<file path="src/rtl/iir1_pkg.sv">
package iir1_pkg;

  // Sequencer steps of one filter evaluation
  typedef enum logic [2:0] {
    ST_IDLE,      // waiting for start, issues x*b0 on accept
    ST_ISSUE_B1,  // issues x*b1 right behind the first product
    ST_WAIT_B0,   // waits for x*b0, forms output, issues y*a1
    ST_TAKE_B1,   // loads state with x*b1
    ST_WAIT_A1    // waits for y*a1, finishes the state update
  } step_e;

endpackage

</file>
<file path="src/rtl/iir1_mul_pipe.sv">
// Pipelined signed multiplier: one operand register stage followed by
// STAGES product stages; a valid flag travels alongside the data.
module iir1_mul_pipe #(
  parameter int W      = 18,
  parameter int STAGES = 2
) (
  input  logic                  clk,
  input  logic                  rst,
  input  logic                  req,
  input  logic signed [W-1:0]   op_a,
  input  logic signed [W-1:0]   op_b,
  output logic signed [2*W-1:0] prod,
  output logic                  vld
);

  localparam int PW = 2 * W;

  logic signed [W-1:0]  a_q;
  logic signed [W-1:0]  b_q;
  logic                 req_q;
  logic signed [PW-1:0] p_q [STAGES];
  logic [STAGES-1:0]    v_q;

  // data path carries no reset so it maps onto a hard multiplier block
  always_ff @(posedge clk) begin
    a_q    <= op_a;
    b_q    <= op_b;
    p_q[0] <= a_q * b_q;
    for (int i = 1; i < STAGES; i++) begin
      p_q[i] <= p_q[i-1];
    end
  end

  always_ff @(posedge clk) begin
    if (rst) req_q <= 1'b0;
    else     req_q <= req;
  end

  generate
    if (STAGES == 1) begin : g_valid_single
      always_ff @(posedge clk) begin
        if (rst) v_q <= '0;
        else     v_q <= req_q;
      end
    end else begin : g_valid_chain
      always_ff @(posedge clk) begin
        if (rst) v_q <= '0;
        else     v_q <= {v_q[STAGES-2:0], req_q};
      end
    end
  endgenerate

  assign prod = p_q[STAGES-1];
  assign vld  = v_q[STAGES-1];

endmodule

</file>
<file path="src/rtl/iir1_round.sv">
// Scales a fixed-point product down by RADIX bits, rounding half up,
// and keeps the low OW bits in two's complement.
module iir1_round #(
  parameter int PW    = 36,
  parameter int OW    = 18,
  parameter int RADIX = 17
) (
  input  logic signed [PW-1:0] p,
  output logic signed [OW-1:0] q
);

  localparam logic signed [PW-1:0] HALF = {{(PW-1){1'b0}}, 1'b1} << (RADIX - 1);

  logic signed [PW-1:0] biased;

  assign biased = p + HALF;
  assign q      = OW'(biased >>> RADIX);

endmodule

</file>
<file path="src/rtl/iir1_filter.sv">
// First-order transposed recursive filter sharing one pipelined multiplier.
module iir1_filter
  import iir1_pkg::*;
#(
  parameter int W          = 18,
  parameter int RADIX      = 17,
  parameter int MUL_STAGES = 2
) (
  input  logic                clk,
  input  logic                rst,
  input  logic                start,
  input  logic signed [W-1:0] x_in,
  input  logic signed [W-1:0] b0_in,
  input  logic signed [W-1:0] b1_in,
  input  logic signed [W-1:0] a1_in,
  output logic signed [W-1:0] y_out,
  output logic                busy,
  output logic                done
);

  localparam int PW = 2 * W;

  step_e               step;
  logic signed [W-1:0] x_hold;
  logic signed [W-1:0] b1_hold;
  logic signed [W-1:0] a1_hold;
  logic signed [W-1:0] mem;

  logic                m_req;
  logic signed [W-1:0] m_a;
  logic signed [W-1:0] m_b;
  logic signed [PW-1:0] m_p;
  logic                m_vld;
  logic signed [W-1:0] m_r;
  logic signed [W-1:0] y_next;

  iir1_mul_pipe #(
    .W      (W),
    .STAGES (MUL_STAGES)
  ) u_mul (
    .clk  (clk),
    .rst  (rst),
    .req  (m_req),
    .op_a (m_a),
    .op_b (m_b),
    .prod (m_p),
    .vld  (m_vld)
  );

  iir1_round #(
    .PW    (PW),
    .OW    (W),
    .RADIX (RADIX)
  ) u_round (
    .p (m_p),
    .q (m_r)
  );

  // state (or partial state) plus the product leaving the pipe
  assign y_next = mem + m_r;

  // multiplier issue: which operands enter the pipe this cycle
  always_comb begin
    m_req = 1'b0;
    m_a   = x_hold;
    m_b   = b1_hold;
    unique case (step)
      ST_IDLE: begin
        if (start) begin
          m_req = 1'b1;
          m_a   = x_in;
          m_b   = b0_in;
        end
      end
      ST_ISSUE_B1: m_req = 1'b1;
      ST_WAIT_B0: begin
        if (m_vld) begin
          m_req = 1'b1;
          m_a   = y_next;
          m_b   = a1_hold;
        end
      end
      default: ;
    endcase
  end

  always_ff @(posedge clk) begin
    if (rst) begin
      step    <= ST_IDLE;
      x_hold  <= '0;
      b1_hold <= '0;
      a1_hold <= '0;
      mem     <= '0;
      y_out   <= '0;
      busy    <= 1'b0;
      done    <= 1'b0;
    end else begin
      done <= 1'b0;
      unique case (step)
        ST_IDLE: begin
          if (start) begin
            x_hold  <= x_in;
            b1_hold <= b1_in;
            a1_hold <= a1_in;
            busy    <= 1'b1;
            step    <= ST_ISSUE_B1;
          end
        end
        ST_ISSUE_B1: step <= ST_WAIT_B0;
        ST_WAIT_B0: begin
          if (m_vld) begin
            y_out <= y_next;
            step  <= ST_TAKE_B1;
          end
        end
        ST_TAKE_B1: begin
          // x*b1 trails x*b0 by exactly one cycle in the pipe
          mem  <= m_r;
          step <= ST_WAIT_A1;
        end
        ST_WAIT_A1: begin
          if (m_vld) begin
            mem  <= y_next;
            done <= 1'b1;
            busy <= 1'b0;
            step <= ST_IDLE;
          end
        end
        default: step <= ST_IDLE;
      endcase
    end
  end

endmodule

</file>
<file path="config.mk">
export PLATFORM = sky130hd
export DESIGN_NAME = iir1_filter
export DESIGN_NICKNAME = d
export VERILOG_FILES = /design/src/rtl/iir1_pkg.sv /design/src/rtl/iir1_mul_pipe.sv /design/src/rtl/iir1_round.sv /design/src/rtl/iir1_filter.sv
export SDC_FILE = /design/constraint.sdc
export NUM_CORES = 1
export LEC_CHECK = 0
export CORE_UTILIZATION = 67
export DETAILED_ROUTE_END_ITERATION = 7
export PLACE_DENSITY = 0.95
export SKIP_LAST_GASP = 1
export SYNTH_ARGS = -nofsm -noshare
export SYNTH_HDL_FRONTEND = slang
export SYNTH_SLANG_ARGS = --single-unit
</file>
<file path="constraint.sdc">
create_clock -name clk -period 9.56 [get_ports clk]
set_input_delay 1.434 -clock clk [delete_from_list [all_inputs] [get_ports clk]]
set_output_delay 1.434 -clock clk [all_outputs]
set_load 0.01 [all_outputs]
</file>
## After elaboration in Yosys (flattened, before gate mapping)

Memory sizes are Yosys's and may differ from the RTL's.
Index checks and enable logic that the tools add are counted.

- Word-level logic and storage cells: 51
- Output and inout bits: 20
- Bits in registers: 134
- RAM bits: 72
- Input bits: 75
- Memories: 1

Memories:

| name | words | width | read ports | clocked after Yosys merged registers in | write ports | RTL line | RTL |
|---|---|---|---|---|---|---|---|
| u_mul.p_q | 2 | 36 | 2 | 0 | 2 | iir1_mul_pipe.sv:21 | `logic signed [PW-1:0] p_q [STAGES];` |

- Multipliers: 1
- Bitwise gates (word level): 1
- Mux-type cells: 18
- Equal/unequal tests: 7
- Add/sub/neg operators: 2
- Reduce and logical (&&, ||, !) cells: 9

Operators with widths:

| kind | count |
|---|---|
| one-hot mux 18 bit (2 select lines) | 3 |
| 2-to-1 mux 18 bit | 5 |
| multiplier 18 x 18 -> 36 bit | 1 |
| adder 35 x 18 -> 35 bit, second input constant | 1 |
| adder 18 bit | 1 |
| one-hot mux 3 bit (5 select lines) | 1 |
| 2-to-1 mux 3 bit | 3 |
| equality test 3 x 2 -> 1 bit, second input constant | 2 |
| AND reduction 2 bit | 3 |
| AND reduction 3 bit | 2 |
| 2-to-1 mux 1 bit | 4 |
| inequality test 2 x 1 -> 1 bit, second input constant | 2 |
| nonzero test 2 bit | 2 |
| equality test 3 x 1 -> 1 bit, second input constant | 1 |
| equality test 3 bit, second input constant | 1 |
| logical NOT 3 bit | 1 |
| one-hot mux 1 bit (3 select lines) | 1 |
| inequality test 2 bit, second input constant | 1 |
| one-hot mux 1 bit (2 select lines) | 1 |
| OR reduction 2 bit | 1 |
| NOT 1 bit | 1 |

## Logic depth before layout (Yosys ltp)

- Depth in word-level cells: 4
- Gate-level depth with buffers: 25
- Mapped depth without buffers: 23

## Hierarchy

Synthesis repeated with hierarchy kept, for this count alone.

- Cell total of the unflattened synthesis: 2174
- Area, all modules: 19814.0 µm²

Modules (own cells, without submodules):

| module | times used | cells an instance | area an instance (µm²) | sequential area each (µm²) |
|---|---|---|---|---|
| iir1_mul_pipe | 1 | 1476 | 14596.5 | 2222.1 |
| iir1_filter | 1 | 652 | 4872.2 | 1901.8 |
| iir1_round | 1 | 46 | 345.3 | 0.0 |

## Least setup slack after synthesis

Ideal clock, no wire load.

- Kind: register to register
- Start: reg u_mul.a_q[17]
- End: mem u_mul.p_q[0][30]
- Path buffers: 2
- Arrival time: 5.849 ns
- Required time: 9.488 ns
- Library setup time: 0.072 ns
- Cell stages (with the launch flop): 25
- Slack: 3.639 ns
- Clock period less this slack: 5.921 ns
- Cell sequence: dfxtp_1 clkbuf_1 clkbuf_1 nand2_1 inv_1 fa_1 inv_1 fa_1 inv_1 ha_1 inv_1 fa_1 inv_1 fa_1 inv_1 fa_1 inv_1 ha_1 a21o_1 a21o_1 a21oi_1 o21ai_2 or3_4 a31oi_2 xnor2_1

RTL lines:

| item | RTL line | RTL |
|---|---|---|
| start, declared | iir1_mul_pipe.sv:18 | `logic signed [W-1:0] a_q;` |
| start signal, assigned | iir1_mul_pipe.sv:26 | `a_q <= op_a;` |
| end, declared | iir1_mul_pipe.sv:21 |  |

==> metrics <==
worst hold start u_mul.p_q[0][19]$_DFF_P_; R2R Path End u_mul.p_q[0][30]$_DFF_P_; layout net count 2513; Worst Setup SP u_mul.b_q[11]$_DFF_P_; first-pass GRT wire length 81.6 mm; Worst Setup EP u_mul.p_q[0][30]$_DFF_P_; FMAX 0.145 GHz; sequential power share between 20% and 30%; Fin Setup TNS 0 ns; R2R cell count 20; DRC Markers 1; max_slew headroom 29.1%; Syn Std Cell Area around 18000 um2; Pins Over Slew Limit 0; syn_nets 2480; area of the multi-input gates 12700 um2; chip height 165 um; initial antenna violation count 1; library cells used by synthesis 59; register area share after synthesis 19.3%; failing checks design-rule violations; Hold Slack roughly 0.33 ns; CP cell instances nand2_1, fa_1, inv_1, fa_1, fa_1, fa_1, fa_1, inv_1, fa_1, inv_1, ha_1, a21o_1, a21oi_1, nor2b_1, o41ai_1, o21a_4, o21ai_2, or3_4, a31oi_2, xnor2_1; Synth Warn # 0; post-cts resize count 0; Crit path top cell by count fa_1; CP Class flip-flop to flip-flop; Total GRT Usage about two fifths; DR pass1 iterations 8; worst reg2reg setup slack 2.65 ns; share of total power in the clock network 13.2%; final WL approximately 50 mm; CTS H-tree depth 4; gr ovfl total 0; DRT antenna net count 0; Comb pwr share between 60% and 70%; clock skew 0.0145 ns; Synth Flop Type dfxtp_1; Vias/cell about 6.3; GPL Wtd Cong 0.922; Clk pin slew, worst setup/hold paths 0.07 ns; Power Dens Cells between 200 and 300 nW/um2; setup violators final 0; cells after synthesis 1978; P_sw 2.65 mW; hold buffer count at cts 0; syn avg cell area 9.04 um2; FILL cells 1528; port bufs 94; Wirelength per Cell approximately 21 um; RSZ-0062 raised after global routing false; Fin. Hold Viols 0; # IOs 95; total clock sinks 172; Initial Utilization 68.4%; Yosys reg bits between 150 and 200; switching share of power about half; Internal 2.81 mW; worst endpoint required time 9.93 ns; post-CTS setup buffer count 0; Crit path largest cell delay 0.94 ns; status complete, but fails checks; CP max FO 18; slowest stage cell, crit path dfxtp_1; Period Utilization, post-route about 72%; Seq. cell area about 3400 um2; worst hold path type flip-flop to flip-flop; die area around 27000 um2; vias between 10k and 15k; EDFF count, synth 0; CTS Buffer Depth 2; clock period minus worst slack 6.91 ns; worst vdd ir 0.225 mV; post-route insts no fill 2360; num rows 59; 1st-iter DRT viols 1827; DIE WIDTH 165 um; CTS tree done; r2r startpoint u_mul.b_q[11]$_DFF_P_; half-perimeter wire length after placement 35.4 mm; Area growth syn-to-layout 9.53%; worst slew pin tran 1.06 ns; WP data arrival roughly 7.3 ns; largest net degree at the start of global routing 102; maxcap violations 0; vias in the first global route 16.2k; root buf cell clkbuf_16; Placed Instances 2327; share of cells above drive strength 1 2.57%; CP Launch Type flip-flop; worst skew pair latency 0.46 ns; cts bufs inserted 17; CP endpoint kind flip-flop; P_leak 9.39 nW; Post-synth ARST share 0%; Core ar. between 20000 and 30000 um2
==> power groups by stage <==
stage          clock [mW]  sequential (mW)  combinational, mW
6_report            0.721             1.10               3.64
4_1_cts             0.716             1.08               3.56
3_3_place_gp            0             1.08               3.16
5_1_grt             0.748             1.10               3.99
3_5_place_dp            0             1.09               3.43
2_1_floorplan           0            0.966               2.59
==> through the flow <==
stage                     instance area (um2)  setup WS, ns  total power, mW  util (%)
after floorplan                         17900          3.64             3.55         -
after global placement                  19000          3.32             4.24      72.6
after detailed placement                19000          3.07             4.52      72.6
after CTS                               19600          2.91             5.36      75.0
after global routing                    19600          2.55             5.84      75.0
final                                   19600          2.65             5.46      75.0
==> area by class of cell <==
class / count / share of cell area [%]
diodes: 1 / 0.0128
clock buffers: 18 / 2.24
clock inverters: 14 / 0.881
inverters: 376 / 7.20
multi-input cells: 1343 / 64.9
flip-flops and latches: 172 / 17.6
well taps: 335 / 2.14
repair buffers: 101 / 5.05
==> critical path, delay by kind of cell (launching register included) <==
family	cells	cell delay [ns]
flops	1	0.94
simple gates	3	0.69
xor+xnor	1	0.16
fa+ha+maj	7	3.46
compound gates	6	1.35
buf+inv	3	0.20
==> cells by family after synthesis <==
kind of cell	after synthesis	share of synthesized area (%)
xor gates and xnor gates	62	3.04
AOI/OAI and AO/OA	211	7.79
buffers and inverters	463	9.72
muxes	3	0.168
and+or+nand+nor	640	16.6
DFF	172	19.3
adders and majority gates	427	43.4
==> flip-flops by register name, summed over array words and instances, names as in the netlist <==
register,count
y_out,18
busy,1
a1_hold,18
b1_hold,18
u_mul.req_q,1
x_hold,18
done,1
u_mul.b_q,18
mem,18
u_mul.a_q,18
u_mul.v_q,2
step,3
u_mul.p_q,38
==> routing by layer <==
metal | global-route usage, % | vias to the layer above | part of all wire [%]
met5 | 0 | - | 0
li1 | - | 6090 | -
met4 | 28.1 | 0 | 8.4
met1 | 43.8 | 7089 | 32
met3 | 11.2 | 421 | 11
met2 | 66.9 | 1172 | 49
==> cells in the final DEF, fill, tap and decap left out, types with 19 or more instances in the layout <==
cell             Yosys  routed
o21ai_0             20      19
dfxtp_1            172     172
inv_1              376     376
nand2_1            342     342
nor2_1              63      63
xnor2_1             43      43
fa_1               323     323
and2_1             161     160
a21oi_1             98      98
a222oi_1            22      22
nand3_1             22      22
ha_1               104     104
clkdlybuf4s50_1      0      93
xor2_1              19      19
==> synthesized netlist by cell type, drive strengths merged (24+ instances only) <==
library cell	instances	area, um2
inv	376	1410
nand2	342	1280
fa	323	6470
dfxtp	172	3440
and2	161	1010
ha	104	1300
a21oi	99	507
clkbuf	85	319
nor2	63	236
xnor2	43	377
o21ai	24	124
==> how the worst min path moves through the flow <==
stage                                     endpoint  slack (ns)  cells after the start
final                     u_mul.p_q[0][55]$_DFF_P_        0.33                      0
after global routing      u_mul.p_q[0][54]$_DFF_P_        0.33                      0
after CTS                 u_mul.p_q[0][54]$_DFF_P_        0.33                      0
after detailed placement  u_mul.p_q[0][54]$_DFF_P_        0.31                      0
after global placement    u_mul.p_q[0][58]$_DFF_P_        0.31                      0
after floorplan           u_mul.p_q[0][52]$_DFF_P_        0.31                      0
Power figures use the tool's default switching activity.
